[config.mk]
export PLATFORM = sky130hd
export DESIGN_NAME = mux_bus_master
export DESIGN_NICKNAME = d
export VERILOG_FILES = /design/src/rtl/mbm_pkg.sv /design/src/rtl/mbm_parity.sv /design/src/rtl/mbm_seq.sv /design/src/rtl/mbm_perr.sv /design/src/rtl/mux_bus_master.sv
export SDC_FILE = /design/constraint.sdc
export NUM_CORES = 1
export LEC_CHECK = 0
export BUFFER_PORTS_ARGS = -buffer_cell sky130_fd_sc_hd__buf_2
export CORE_UTILIZATION = 48
export CTS_BUF_LIST = sky130_fd_sc_hd__clkbuf_16
export CTS_CLUSTER_DIAMETER = 80
export DETAILED_ROUTE_END_ITERATION = 12
export PLACE_DENSITY = 0.81
export SLEW_MARGIN = 10
export SYNTH_ARGS = -nofsm -noshare
export SYNTH_HDL_FRONTEND = slang
export SYNTH_SLANG_ARGS = --single-unit
[constraint.sdc]
create_clock -name clk -period 2.6 [get_ports clk]
set_input_delay 0 -clock clk [delete_from_list [all_inputs] [get_ports clk]]
set_output_delay 0 -clock clk [all_outputs]
set_load 0.005 [all_outputs]
[src/rtl/mbm_pkg.sv]
package mbm_pkg;
    typedef enum logic [1:0] {
        ST_IDLE = 2'd0,
        ST_ADDR = 2'd1,
        ST_DATA = 2'd2
    } mbm_state_e;
endpackage

[src/rtl/mbm_parity.sv]
module mbm_parity #(
    parameter int DATA_W = 32,
    localparam int LANES = DATA_W / 8
) (
    input  logic [DATA_W-1:0] data,
    input  logic              odd,
    input  logic              byte_mode,
    output logic [LANES-1:0]  par
);
    logic word_x;
    assign word_x = ^data;

    for (genvar k = 0; k < LANES; k++) begin : g_lane
        logic lane_x;
        assign lane_x = ^data[8*k +: 8];
        if (k == LANES - 1) begin : g_top
            assign par[k] = byte_mode ? (lane_x ^ odd) : (word_x ^ odd);
        end else begin : g_low
            assign par[k] = byte_mode ? (lane_x ^ odd) : 1'b0;
        end
    end
endmodule

[src/rtl/mbm_seq.sv]
module mbm_seq
    import mbm_pkg::*;
#(
    parameter int LEN_W = 4
) (
    input  logic             clk,
    input  logic             rst_n,
    input  logic             req,
    input  logic             slave_acc,
    input  logic [LEN_W-1:0] req_len,
    output logic             req_ack,
    output logic             in_addr,
    output logic             in_data,
    output logic             in_idle
);
    mbm_state_e       state_q, state_d;
    logic [LEN_W-1:0] cnt_q, cnt_d;

    always_comb begin
        state_d = state_q;
        cnt_d   = cnt_q;
        unique case (state_q)
            ST_IDLE: begin
                if (req && !slave_acc) begin
                    state_d = ST_ADDR;
                    cnt_d   = req_len;
                end
            end
            ST_ADDR: state_d = ST_DATA;
            ST_DATA: begin
                if (cnt_q == '0) state_d = ST_IDLE;
                else             cnt_d   = cnt_q - 1'b1;
            end
            default: state_d = ST_IDLE;
        endcase
    end

    always_ff @(posedge clk or negedge rst_n) begin
        if (!rst_n) begin
            state_q <= ST_IDLE;
            cnt_q   <= '0;
        end else begin
            state_q <= state_d;
            cnt_q   <= cnt_d;
        end
    end

    always_comb begin
        in_idle = (state_q == ST_IDLE);
        in_addr = (state_q == ST_ADDR);
        in_data = (state_q == ST_DATA);
        req_ack = in_idle && req && !slave_acc;
    end

    AST_ADDR_THEN_DATA: assert property (@(posedge clk) disable iff (!rst_n)
        (state_q == ST_ADDR) |=> (state_q == ST_DATA));
    AST_ACK_LEAVES_IDLE: assert property (@(posedge clk) disable iff (!rst_n)
        req_ack |=> (state_q == ST_ADDR));
endmodule

[src/rtl/mbm_perr.sv]
module mbm_perr #(
    parameter int LANES = 4
) (
    input  logic             clk,
    input  logic             rst_n,
    input  logic             chk_en,
    input  logic [LANES-1:0] lanes,
    input  logic [LANES-1:0] par_seen,
    input  logic [LANES-1:0] par_want,
    input  logic             err_clr,
    output logic             err_pulse,
    output logic             err_sticky
);
    logic hit;
    assign hit = chk_en && (|((par_seen ^ par_want) & lanes));

    always_ff @(posedge clk or negedge rst_n) begin
        if (!rst_n) begin
            err_pulse  <= 1'b0;
            err_sticky <= 1'b0;
        end else begin
            err_pulse <= hit;
            if (hit)          err_sticky <= 1'b1;
            else if (err_clr) err_sticky <= 1'b0;
        end
    end

    AST_STICKY_FOLLOWS: assert property (@(posedge clk) disable iff (!rst_n)
        err_pulse |-> err_sticky);
    AST_CLEAR_WORKS: assert property (@(posedge clk) disable iff (!rst_n)
        (err_clr && !chk_en) |=> !err_sticky);
endmodule

[src/rtl/mux_bus_master.sv]
module mux_bus_master #(
    parameter int DATA_W = 32,
    parameter int LEN_W  = 4,
    localparam int LANES = DATA_W / 8
) (
    input  logic              clk,
    input  logic              rst_n,
    input  logic              req,
    output logic              req_ack,
    input  logic [DATA_W-1:0] req_addr,
    input  logic [LANES-1:0]  req_be_n,
    input  logic              req_write,
    input  logic [LEN_W-1:0]  req_len,
    input  logic [DATA_W-1:0] wr_data,
    output logic              wr_take,
    output logic [DATA_W-1:0] rd_data,
    output logic              rd_valid,
    input  logic              par_en,
    input  logic              par_odd,
    input  logic              par_byte,
    input  logic              err_clr,
    output logic              par_err_pulse,
    output logic              par_err_sticky,
    input  logic              slave_acc,
    input  logic              oe_n,
    output logic [DATA_W-1:0] ad_o,
    input  logic [DATA_W-1:0] ad_i,
    output logic              ad_oe,
    output logic [LANES-1:0]  par_o,
    input  logic [LANES-1:0]  par_i,
    output logic [LANES-1:0]  par_oe,
    output logic [LANES-1:0]  be_n_o,
    output logic              be_oe
);
    localparam logic [LANES-1:0] ALL_LANES = '1;
    localparam logic [LANES-1:0] TOP_LANE  = {1'b1, {(LANES-1){1'b0}}};

    logic              in_addr, in_data, in_idle;
    logic              in_wdata, in_rdata, drive_phase;
    logic [DATA_W-1:0] addr_q;
    logic [LANES-1:0]  be_q;
    logic              wr_q;
    logic [LANES-1:0]  lanes, out_par, in_par;

    mbm_seq #(.LEN_W(LEN_W)) u_seq (
        .clk       (clk),
        .rst_n     (rst_n),
        .req       (req),
        .slave_acc (slave_acc),
        .req_len   (req_len),
        .req_ack   (req_ack),
        .in_addr   (in_addr),
        .in_data   (in_data),
        .in_idle   (in_idle)
    );

    always_ff @(posedge clk or negedge rst_n) begin
        if (!rst_n) begin
            addr_q <= '0;
            be_q   <= '1;
            wr_q   <= 1'b0;
        end else if (req_ack) begin
            addr_q <= req_addr;
            be_q   <= req_be_n;
            wr_q   <= req_write;
        end
    end

    always_comb begin
        in_wdata    = in_data && wr_q;
        in_rdata    = in_data && !wr_q;
        drive_phase = in_addr || in_wdata;
        wr_take     = in_wdata;
        ad_o        = in_addr ? addr_q : (in_wdata ? wr_data : '0);
        ad_oe       = drive_phase && !oe_n;
        lanes       = par_byte ? ALL_LANES : TOP_LANE;
        par_oe      = (drive_phase && par_en && !oe_n) ? lanes : '0;
        par_o       = par_en ? (out_par & lanes) : '0;
        be_oe       = in_addr || in_data;
        be_n_o      = be_oe ? be_q : '1;
    end

    mbm_parity #(.DATA_W(DATA_W)) u_par_out (
        .data      (ad_o),
        .odd       (par_odd),
        .byte_mode (par_byte),
        .par       (out_par)
    );

    mbm_parity #(.DATA_W(DATA_W)) u_par_in (
        .data      (ad_i),
        .odd       (par_odd),
        .byte_mode (par_byte),
        .par       (in_par)
    );

    always_ff @(posedge clk or negedge rst_n) begin
        if (!rst_n) begin
            rd_data  <= '0;
            rd_valid <= 1'b0;
        end else begin
            rd_valid <= in_rdata;
            if (in_rdata) rd_data <= ad_i;
        end
    end

    mbm_perr #(.LANES(LANES)) u_perr (
        .clk        (clk),
        .rst_n      (rst_n),
        .chk_en     (in_rdata && par_en),
        .lanes      (lanes),
        .par_seen   (par_i),
        .par_want   (in_par),
        .err_clr    (err_clr),
        .err_pulse  (par_err_pulse),
        .err_sticky (par_err_sticky)
    );

    AST_IDLE_RELEASE: assert property (@(posedge clk) disable iff (!rst_n)
        in_idle |-> (!ad_oe && !be_oe && par_oe == '0));
    AST_OE_OVERRIDE: assert property (@(posedge clk) disable iff (!rst_n)
        oe_n |-> (!ad_oe && par_oe == '0));
    AST_WORD_LOW_LANES: assert property (@(posedge clk) disable iff (!rst_n)
        !par_byte |-> (par_oe[LANES-2:0] == '0));
    AST_PAR_OFF: assert property (@(posedge clk) disable iff (!rst_n)
        !par_en |-> (par_oe == '0));
    AST_ERR_WITH_VALID: assert property (@(posedge clk) disable iff (!rst_n)
        par_err_pulse |-> rd_valid);
    AST_READ_NO_DRIVE: assert property (@(posedge clk) disable iff (!rst_n)
        in_rdata |-> (!ad_oe && par_oe == '0));
endmodule

==> summary.md, run 1 <==
| Metric | Value |
|---|---|
| Post-route cell area | `7100 µm²` |
| Die H | `99.7 µm` |
| RSZ-0062 raised after global routing | `true` |
| GR Overflow Total | `0` |
| Hold WC Path Type | `in -> reg` |
| Synth Instances | `575` |
| Gr busiest metal | `met2` |
| Clock latency on the worst-skew pair | `330 ps` |
| CORE AREA | `9240 µm²` |
| Type of element launching the critical path | `flop` |
| Endpoints failing setup | `3` |
| Slew @ Worst Pin | `1000 ps` |
| Inserted Clock Buffers | `9` |
| Most frequent cells in the layout | `nand2_1 (269), buf_2 (199), dfrtp_1 (74)` |
| Fin crit share | `111%` |
| Post-DP HPWL | `9.47 mm` |
| CP endpoint kind | `primary output` |
| Critical Path, Cell by Cell | `inv_2, ha_4, and2_4, buf_4, nand2_1, o21ai_2, xnor3_1, xnor2_2, xnor3_1, a21oi_1, a31o_1, buf_2` |
| Fin nets | `991` |
| Synth top area share | `40.5%` |
| Synth area leader | `dfrtp_1` |
| Drt pass-1 iters | `5` |
| Mapped Nets | `697` |
| Final WL | `14.9 mm` |
| Die Area | `9930 µm²` |
| Failing checks | `setup timing` |
| Syn_area_per_cell | `7.96 µm²` |
| Cell-internal power | `4.74 mW` |
| Number of global-route vias before repair | `5002` |
| Drt wl/cell | `14.9 µm` |
| Io pins | `201` |
| Clock-pin slew on the worst setup and hold paths | `70 ps` |
| Max cap viols | `0` |
| Max-slew violation count | `0` |
| Layout cell share with drive strength beyond 1 | `33.1%` |
| Vias | `5017` |
| Worst IR Drop VDD | `0.000550 V` |
| Reg2Reg Setup Slack | `580 ps` |
| M2 GR Usage | `53.7%` |
| CP required | `2600 ps` |
| Vias per inst | `5.00` |
| CP Class | `reg -> out` |
| Non-Filler Instances | `1003` |
| Mapped Area | `4580 µm²` |
| M1 GR Usage | `36.9%` |
| CTS tree | `built` |
| Commonest non-fill, non-tap cell in the layout | `nand2_1` |
| DR DRC count | `0` |
| Leak | `3.76 nW` |
| Ranking of synthesized cells by area | `dfrtp_1 (40%), nand2_1 (22%), xnor2_1 (11%)` |
| Initial antenna violation count | `0` |
| Final min period | `2890 ps` |
| Flop pwr share | `28.8%` |
| DRT iter0 DRCs | `204` |
| P&R area growth vs syn | `55.2%` |
| Placed Cells | `893` |
| Fillers | `615` |
| Total GRT Usage | `30.4%` |
| Worst Slack Setup Final | `-286 ps` |
| Max stage delay on crit path | `450 ps` |
| Die width | `99.7 µm` |
| Fmax | `347 MHz` |
| Pin count of the biggest net entering global routing | `79` |
| Bufs on Longest Clock Path | `2` |
| Slew HR | `33.3%` |
| CTS sink count | `78` |
| Grt met3 use | `4.22%` |
| Initial Util | `49.5%` |
| Final Hold Viols | `0` |
| Comb power frac | `55.0%` |
| Sw frac | `39.6%` |
| IO buf count | `200` |
| Final core occ | `76.9%` |
| Cell variety after synth | `35` |
| CP Max Fanout | `6` |
| Critical path's slowest cell | `xnor3_1` |
| Remaining antenna violation count | `0` |
| Pwr dens | `1110 nW/µm²` |
| Most used cell along the critical path | `xnor3_1` |
| First-pass GRT wire length | `23.5 mm` |
| Clock skew | `9.19 ps` |
| Yosys warns | `0` |
| Crit path DAT | `2890 ps` |
| Net Sw Power | `3.11 mW` |
| GP Congestion | `0.857` |
| Sequential cell area fraction in the yosys report | `42.8%` |
| Power Total | `7.85 mW` |
| Clk network pwr share | `16.2%` |
| #FFs+latches synth | `78` |
| Std-Cell Rows | `35` |
| Status | `finished, violations left` |
| Htree depth | `3` |
| Post-Place Setup Slack | `-94.4 ps` |
| Root buffer cell | `clkbuf_16` |
| Antenna cell count | `0` |
| DP Area | `5740 µm²` |
==> flip-flops by register name, summed over array words and instances (netlist names), 2 cells and up <==
signal / flops
rd_data: 32
u_seq.cnt_q: 4
be_q: 4
addr_q: 32
u_seq.state_q: 2
==> critical path: cells and delay by family, from the launching register on <==
family	cells	cell delay (ps)
DFF	1	400
xor gates and xnor gates	3	1040
buffers and inverters	3	340
adders and majority gates	1	150
and+or+nand+nor	2	250
AOI/OAI and AO/OA	3	380
==> timing repair <==
action / CTS / global route
pin swaps: 13 / 8
endpoints found under the setup margin: 4 / 4
buffers inserted: 13 / 7
hold endpoints to repair: 146 / 0
hold buffers: 73 / 0
gates cloned: 1 / 0
gates resized for setup: 17 / 22
==> path summary, 6_finish.rpt <==
| path | startpoint | endpoint | cells past startpoint |
|---|---|---|---|
| setup / recovery | u_seq.state_q[0] | par_o[3] | 12 |
| max in group asynchronous | rst_n | addr_q[22] | 2 |
| hold / removal | par_en | u_perr.err_pulse | 3 |
| setup reg to reg | u_seq.state_q[0] | u_seq.cnt_q[3] | 9 |
| min in group asynchronous | rst_n | rd_data[24] | 2 |
| hold reg to reg | be_q[0] | be_q[0] | 2 |
==> synthesized netlist by cell type <==
cell type and instances:
nand2_1 271, dfrtp_1 74, xnor2_1 58, o21ai_0 28, clkbuf_1 20, xor2_1 20
inv_1 17, nor2_1 8, nor2b_1 8, a22oi_1 6, nand2b_1 6, a21boi_1 5
nor3_1 5, o21ai_2 5, a21oi_1 4, buf_1 4, buf_6 4, dfstp_2 4
ha_1 4, xnor3_1 4, o21ai_1 3, buf_4 2, nand3_1 2, o21a_1 2
a211oi_1 1, a21boi_2 1, a31o_1 1, and2_4 1, buf_2 1, mux2i_1 1
nand2_2 1, nand3b_1 1, nor4_1 1, o32ai_1 1, xnor2_2 1
==> cell type report <==
| type | count | area, µm² | area share (%) |
|---|---|---|---|
| multi-input cells | 450 | 2550 | 35.9 |
| repair buffers | 313 | 2080 | 29.2 |
| flip-flops and latches | 78 | 1960 | 27.6 |
| clock buffers | 9 | 225 | 3.17 |
| well taps | 129 | 161 | 2.27 |
| clock inverters | 7 | 71.3 | 1.00 |
| inverters | 17 | 63.8 | 0.899 |
==> power by group through the flow <==
stage | Clock, mW | Combinational (mW) | Sequential, mW
after floorplan | 0 | 2.40 | 2.19
after global routing | 1.35 | 4.70 | 2.33
final | 1.27 | 4.32 | 2.26
after detailed placement | 0 | 3.66 | 2.24
after CTS | 1.29 | 4.01 | 2.24
after global placement | 0 | 3.56 | 2.22
==> per-stage QoR <==
stage | setup TNS, ps | hold WS (ps)
global placement | -14.9 | 191
CTS | -628 | 2.36
floorplan | 0 | -296
global route | -809 | 12.6
detailed placement | -94.4 | 200
finish | -490 | 11.8
==> kinds of logic (layout without fill, tap and decap cells) <==
group	count (synthesis)	count (layout)	share of synthesized area, %
AND/OR/NAND/NOR	304	305	26.2
XOR/XNOR	83	83	17.3
flip-flops	78	78	42.8
AO/OA/AOI/OAI	57	57	7.71
buffers and inverters	48	346	4.78
adder cells (fa/ha/maj)	4	4	1.09
multiplexers	1	1	0.219
==> routing by layer <==
layer  routed length, µm  vias up
met3                 866       47
met4                 578        0
met1                5850     2386
met2                7660      217
li1                    -     2367
met5                   0        -
No activity file was read; power rests on OpenSTA's default activity.
==> inputs of run 2 (changes only) <==
--- a/config.mk
+++ b/config.mk
@@ -5,11 +5,12 @@
 export SDC_FILE = /design/constraint.sdc
 export NUM_CORES = 1
 export LEC_CHECK = 0
-export BUFFER_PORTS_ARGS = -buffer_cell sky130_fd_sc_hd__buf_2
+export BUFFER_PORTS_ARGS = -buffer_cell sky130_fd_sc_hd__buf_4
 export CORE_UTILIZATION = 48
 export CTS_BUF_LIST = sky130_fd_sc_hd__clkbuf_16
 export CTS_CLUSTER_DIAMETER = 80
 export DETAILED_ROUTE_END_ITERATION = 12
+export GPL_ROUTABILITY_DRIVEN = 0
 export PLACE_DENSITY = 0.81
 export SLEW_MARGIN = 10
 export SYNTH_ARGS = -nofsm -noshare
==> run 2 against run 1 <==
  * The run ends with hold timing, setup timing left
  * Fmax down 0.53%
  * Core utilization grew 3.8 points
  * Hold slack worse by 13 ps
  * Global-route usage grew 0.83 points
  * Non-clock buffer count decreased by 11
  * Setup slack lost 15 ps
  * Largest power group unchanged
  * Register-to-register slack worse by 50 ps
  * Highest routed layer unchanged
  * First-iteration DRC count decreased by 4.9%
  * Clock power down 9%
  * Sequential share of layout area fell by 1.3 points
  * Power up 1.2%
==> summary.md, run 2 (same netlist as run 1, synthesis figures left out) <==
| Metric | Value |
|---|---|
| Status | `finished, violations left` |
| Failing checks | `hold timing, setup timing` |
| Fin crit share | `112% (+0.60 points)` |
| CP Max Fanout | `8 (+2)` |
| Buf/Inv on CP | `3 (unchanged)` |
| Worst IR Drop VDD | `0.000523 V (-4.9%)` |
| Initial Util | `49.5% (unchanged)` |
| Die Area | `9930 µm² (unchanged)` |
| Most frequent cells in the layout | `nand2_1 (269), buf_4 (222), dfrtp_1 (74), dlygate4sd3_1 (74), xnor2_1 (56)` |
| Drt pass-1 iters | `5 (unchanged)` |
| Die width | `99.7 µm (unchanged)` |
| Max stage delay on crit path | `420 ps (-30 ps)` |
| Worst hold margin | `-1.00 ps (-12.8 ps)` |
| Bufs on Longest Clock Path | `2 (unchanged)` |
| Final WL | `15.4 mm (+3.2%)` |
| IO buf count | `200 (unchanged)` |
| Power Total | `7.95 mW (+1.2%)` |
| Final Hold Viols | `1 (+1)` |
| First-pass GRT wire length | `23.8 mm (+1.6%)` |
| Non-Filler Instances | `992 (-1.1%)` |
| CORE AREA | `9240 µm² (unchanged)` |
| DR DRC count | `0 (unchanged)` |
| Commonest non-fill, non-tap cell in the layout | `nand2_1` |
| Type of element launching the critical path | `flop` |
| Slew @ Worst Pin | `997 ps (-3.35 ps)` |
| Root buffer cell | `clkbuf_16` |
| Final min period | `2900 ps (+15.5 ps)` |
| CP required | `2600 ps (about the same)` |
| Std-Cell Rows | `35 (unchanged)` |
| Critical Path, Cell by Cell | `inv_2, ha_4, and2_4, buf_6, a21boi_4, xor2_1, xnor3_1, xnor2_2, xnor3_1, a21oi_1, a31o_1, buf_4` |
| M2 GR Usage | `54.0% (+0.27 points)` |
| Fin nets | `980 (-1.1%)` |
| Hold WC Path Type | `in -> reg` |
| CP Class | `reg -> out` |
| Layout cell share with drive strength beyond 1 | `31.5% (-1.5 points)` |
| Number of global-route vias before repair | `5038 (+0.72%)` |
| Placed Cells | `888 (-0.56%)` |
| CTS tree | `built` |
| Pwr dens | `1070 nW/µm² (-3.6%)` |
| CTS sink count | `78 (unchanged)` |
| Htree depth | `3 (unchanged)` |
| Remaining antenna violation count | `0 (unchanged)` |
| Max-slew violation count | `0 (unchanged)` |
| Inserted Clock Buffers | `9 (unchanged)` |
| RSZ-0062 raised after global routing | `true` |
| Io pins | `201 (unchanged)` |
| DRT iter0 DRCs | `194 (-4.9%)` |
| Drt wl/cell | `15.5 µm (+4.3%)` |
| Leak | `3.79 nW (+0.93%)` |
| CP endpoint kind | `primary output` |
| Gr busiest metal | `met2` |
| Antenna cell count | `0 (unchanged)` |
| Largest regs | `addr_q: 32 flops, rd_data: 32 flops` |
| M1 GR Usage | `37.2% (+0.30 points)` |
| Clock skew | `7.06 ps (-2.13 ps)` |
| GR Overflow Total | `0 (unchanged)` |
| Clock-pin slew on the worst setup and hold paths | `60 ps (about the same)` |
| Pin count of the biggest net entering global routing | `79 (unchanged)` |
| Family with the most delay on the worst path | `XOR/XNOR gates` |
| Fmax | `345 MHz (-0.53%)` |
| Most used cell along the critical path | `xnor3_1` |
| Total GRT Usage | `31.2% (+0.83 points)` |
| Worst Slack Setup Final | `-301 ps (-15.5 ps)` |
| Vias | `5023 (+0.12%)` |
| Vias per inst | `5.06 (+1.2%)` |
| Post-DP HPWL | `9.77 mm (+3.1%)` |
| Die H | `99.7 µm (unchanged)` |
| P&R area growth vs syn | `62.8%` |
| Clock latency on the worst-skew pair | `340 ps (about the same)` |
| Slew HR | `33.5% (+0.22 points)` |
| Crit path DAT | `2900 ps (about the same)` |
| Grt met3 use | `5.83% (+1.6 points)` |
| Max cap viols | `0 (unchanged)` |
| Initial antenna violation count | `0 (unchanged)` |
| Critical path's slowest cell | `dfrtp_1` |
| Endpoints failing setup | `3 (unchanged)` |
run 2: routing by layer:
metal	part of all wire (%)	wire length (µm)
met1	39	6040
met2	51	7870
met3	6.0	930
met4	3.8	589
met5	0	0
run 2: final timing paths:
check,start,endpoint,slack (ps),cells after the start
max in group asynchronous,rst_n,addr_q[23],1580,2
max,u_seq.state_q[0],par_o[3],-300,12
min in group asynchronous,rst_n,rd_data[27],360,2
max reg2reg,u_seq.state_q[0],u_seq.cnt_q[3],530,9
min reg2reg,be_q[0],be_q[0],460,2
min,req_len[3],u_seq.cnt_q[3],-1,3
run 2: tightest hold or removal path, delay by kind of cell:
| kind | cells | cell delay, ps |
|---|---|---|
| buffers and inverters | 1 | 70 |
| AND/OR/NAND/NOR | 1 | 40 |
| AO/OA/AOI/OAI | 1 | 160 |
run 2: stage by stage:
stage / TNS [ps] / utilization [%] / setup slack (ps) / hold slack (ps) / cell area [µm²]
after detailed placement: -94.6 / 67.2 / -94.6 / 193 / 6210
after global routing: -966 / 80.7 / -468 / 7.47 / 7450
after CTS: -397 / 79.7 / -294 / 2.09 / 7370
final: -484 / 80.7 / -301 / -1.00 / 7450
after global placement: 0 / 67.2 / 19.2 / 190 / 6210
after floorplan: 0 / - / 245 / -296 / 4580
run 2: cell type report:
| type | count | area, µm² |
|---|---|---|
| Sequential cell | 78 | 1960 |
| Fill cell | 526 | 1790 |
| Clock buffer | 9 | 225 |
| Timing Repair Buffer | 302 | 2510 |
| Clock inverter | 7 | 48.8 |
| Multi-Input combinational cell | 450 | 2490 |
| Inverter | 17 | 63.8 |
| Tap cell | 129 | 161 |
run 2: timing repair:
action / 4_1_cts / 5_1_grt
hold endpoints to repair: 147 / 0
setup endpoints to repair: 3 / 4
gates cloned: 1 / 1
setup buffers: 8 / 4
gates resized for setup: 17 / 4
hold buffers: 74 / 0
pin swaps: 5 / 8
run 2: report_power, final:
group	leakage, nW	internal [mW]	total [mW]	switching, mW
Combinational	2.70	2.39	4.50	2.11
Clock	0.137	0.648	1.16	0.510
Sequential	0.957	1.84	2.29	0.453
==> inputs of run 3 (changes only) <==
--- a/config.mk
+++ b/config.mk
@@ -12,6 +12,7 @@
 export DETAILED_ROUTE_END_ITERATION = 12
 export GPL_ROUTABILITY_DRIVEN = 0
 export PLACE_DENSITY = 0.81
+export REMOVE_ABC_BUFFERS = 1
 export SLEW_MARGIN = 10
 export SYNTH_ARGS = -nofsm -noshare
 export SYNTH_HDL_FRONTEND = slang
==> run 3 against run 2 <==
  * The flow finishes with violations (setup timing)
  * Register-to-register slack improved by 50 ps
  * Combinational power rose by 8.7%
  * Count of clock-buffer cells in the layout did not move
  * Wire length rose by 6.5%
  * Sequential share of layout area fell by 0.64 points
  * Flip-flop and latch count did not move
  * Setup slack got worse by 94 ps
  * Critical endpoint unchanged
==> summary.md, run 3 (same netlist as run 1, synthesis figures left out) <==
| Metric | Value |
|---|---|
| Worst Slack Setup Final | `-396 ps (-94.5 ps)` |
| Drt pass-1 iters | `4 (-1)` |
| Placed Cells | `895 (+0.79%)` |
| Die H | `99.7 µm (unchanged)` |
| P&R area growth vs syn | `66.9%` |
| Clock latency on the worst-skew pair | `330 ps (about the same)` |
| Most frequent cells in the layout | `nand2_1 (269), buf_4 (236), dfrtp_1 (74)` |
| Inserted Clock Buffers | `9 (unchanged)` |
| Root buffer cell | `clkbuf_16` |
| Pin count of the biggest net entering global routing | `79 (unchanged)` |
| Number of global-route vias before repair | `5207 (+3.4%)` |
| Max cap viols | `0 (unchanged)` |
| Fin nets | `993 (+1.3%)` |
| Final WL | `16.4 mm (+6.5%)` |
| Remaining antenna violation count | `0 (unchanged)` |
| Drt wl/cell | `16.3 µm (+5.1%)` |
| Bufs on Longest Clock Path | `2 (unchanged)` |
| Htree depth | `3 (unchanged)` |
| Register Area | `1960 µm² (unchanged)` |
| DRT iter0 DRCs | `205 (+5.7%)` |
| CORE AREA | `9240 µm² (unchanged)` |
| CP Class | `reg -> out` |
| Slew HR | `33.3% (-0.20 points)` |
| Worst IR Drop VDD | `0.000579 V (+11%)` |
| Io pins | `201 (unchanged)` |
| Fillers | `528 (+0.38%)` |
| Largest regs | `addr_q: 32 flops, rd_data: 32 flops` |
| Antenna cell count | `0 (unchanged)` |
| Clock skew | `6.02 ps (-1.04 ps)` |
| CP Max Fanout | `6 (-2)` |
| Fin crit share | `115% (+3.6 points)` |
| Clock-pin slew on the worst setup and hold paths | `70 ps (about the same)` |
| First-pass GRT wire length | `24.2 mm (+1.4%)` |
| Vias | `5189 (+3.3%)` |
| Endpoints failing setup | `4 (+1)` |
| DR DRC count | `0 (unchanged)` |
| CP endpoint kind | `primary output` |
| Total GRT Usage | `31.3% (+0.066 points)` |
| Slew @ Worst Pin | `1000 ps (+3.00 ps)` |
| Commonest non-fill, non-tap cell in the layout | `nand2_1` |
| Die Area | `9930 µm² (unchanged)` |
| RSZ-0062 raised after global routing | `true` |
| Status | `finished, violations left` |
| Leak | `3.90 nW (+2.9%)` |
| Non-Filler Instances | `1005 (+1.3%)` |
| Fmax | `334 MHz (-3.2%)` |
| IO buf count | `200 (unchanged)` |
| Hold WC Path Type | `in -> reg` |
| Die width | `99.7 µm (unchanged)` |
| Final min period | `3000 ps (+94.5 ps)` |
| Pwr dens | `1110 nW/µm² (+4.1%)` |
| CP required | `2600 ps (about the same)` |
| Post-DP HPWL | `9.76 mm (-0.11%)` |
| Crit path DAT | `3000 ps (+100 ps)` |
| Multi-input logic area | `2520 µm² (+1.5%)` |
| CTS tree | `built` |
| GR Overflow Total | `0 (unchanged)` |
| Vias per inst | `5.16 (+2.0%)` |
| Type of element launching the critical path | `flop` |
| Initial antenna violation count | `0 (unchanged)` |
| CTS sink count | `78 (unchanged)` |
| Final Hold Viols | `0 (-1)` |
| Failing checks | `setup timing` |
| Layout cell share with drive strength beyond 1 | `33.4% (+1.9 points)` |
| Std-Cell Rows | `35 (unchanged)` |
| Initial Util | `49.5% (unchanged)` |
| Max-slew violation count | `0 (unchanged)` |
| Worst hold margin | `9.05 ps (+10.0 ps)` |
## run 3: cell types whose count changed in the layout (fill, tap and decap cells not counted), moves of 2 or more
| cell | change |
|---|---|
| buf_4 | +14 |
| nor2b_1 | -2 |
| clkinv_4 | -2 |
| dlygate4sd3_1 | -2 |
| xor2_2 | +2 |
| xor2_1 | -2 |
## run 3: metal layers
layer	GRT usage (%)	up-vias	share of wire, %
met3	6.82	60	8.2
met2	58.3	302	52
met4	12.3	0	3.6
met5	0	-	0
met1	34.5	2456	37
li1	-	2371	-
## run 3: layout make-up
type                            count  area share, %
Clock buffer                        9           2.95
Clock inverter                      7           1.05
Inverter                           17          0.836
Multi-Input combinational cell    450           33.0
Sequential cell                    78           25.6
Tap cell                          129           2.11
Timing Repair Buffer              315           34.4
## run 3: report_power, final
| part | leakage (nW) | total [mW] | switching (mW) | internal [mW] |
|---|---|---|---|---|
| sequential | 0.955 | 2.28 | 0.446 | 1.84 |
| combinational | 2.80 | 4.89 | 2.33 | 2.57 |
| clock | 0.148 | 1.29 | 0.537 | 0.757 |
## run 3: repair_timing
action                                  4_1_cts  5_1_grt
setup buffers                                 8       10
gates cloned                                  2        2
hold buffers                                 72        0
endpoints found under the setup margin        4        4
gates resized for setup                      18       12
endpoints found under the hold margin       145        0
pin swaps                                     3        8
## run 3: worst max-delay path, stage by stage, from the launching register on
cell	delay, ps
dfrtp_1	420
inv_2	100
ha_4	140
and2_4	210
nand2_2	70
o21ai_2	160
xnor3_1	470
xnor2_2	200
xnor3_1	470
a21oi_1	170
a31o_1	140
buf_4	110
## run 3: stage by stage
stage               total power, mW  TNS [ps]  cell area [µm²]  setup WS (ps)  utilization [%]
finish                         8.47      -671             7640           -396             82.7
global route                   8.95     -1190             7640           -539             82.7
CTS                            8.04      -413             7470           -354             80.8
detailed placement             6.34      -127             6260           -127             67.8
global placement               6.19         0             6260           16.6             67.8
floorplan                      4.50     -1790             4420           -795                -
## run 3: worst paths after layout
kind / from / endpoint / slack, ps / depth (start not counted)
hold / removal: req_len[3] / u_seq.cnt_q[3] / 9 / 3
setup reg to reg: u_seq.state_q[0] / u_seq.cnt_q[0] / 580 / 9
min in group asynchronous: rst_n / rd_data[16] / 390 / 2
setup / recovery: u_seq.state_q[0] / par_o[3] / -400 / 11
hold reg to reg: be_q[3] / be_q[3] / 460 / 2
max in group asynchronous: rst_n / addr_q[5] / 1550 / 2
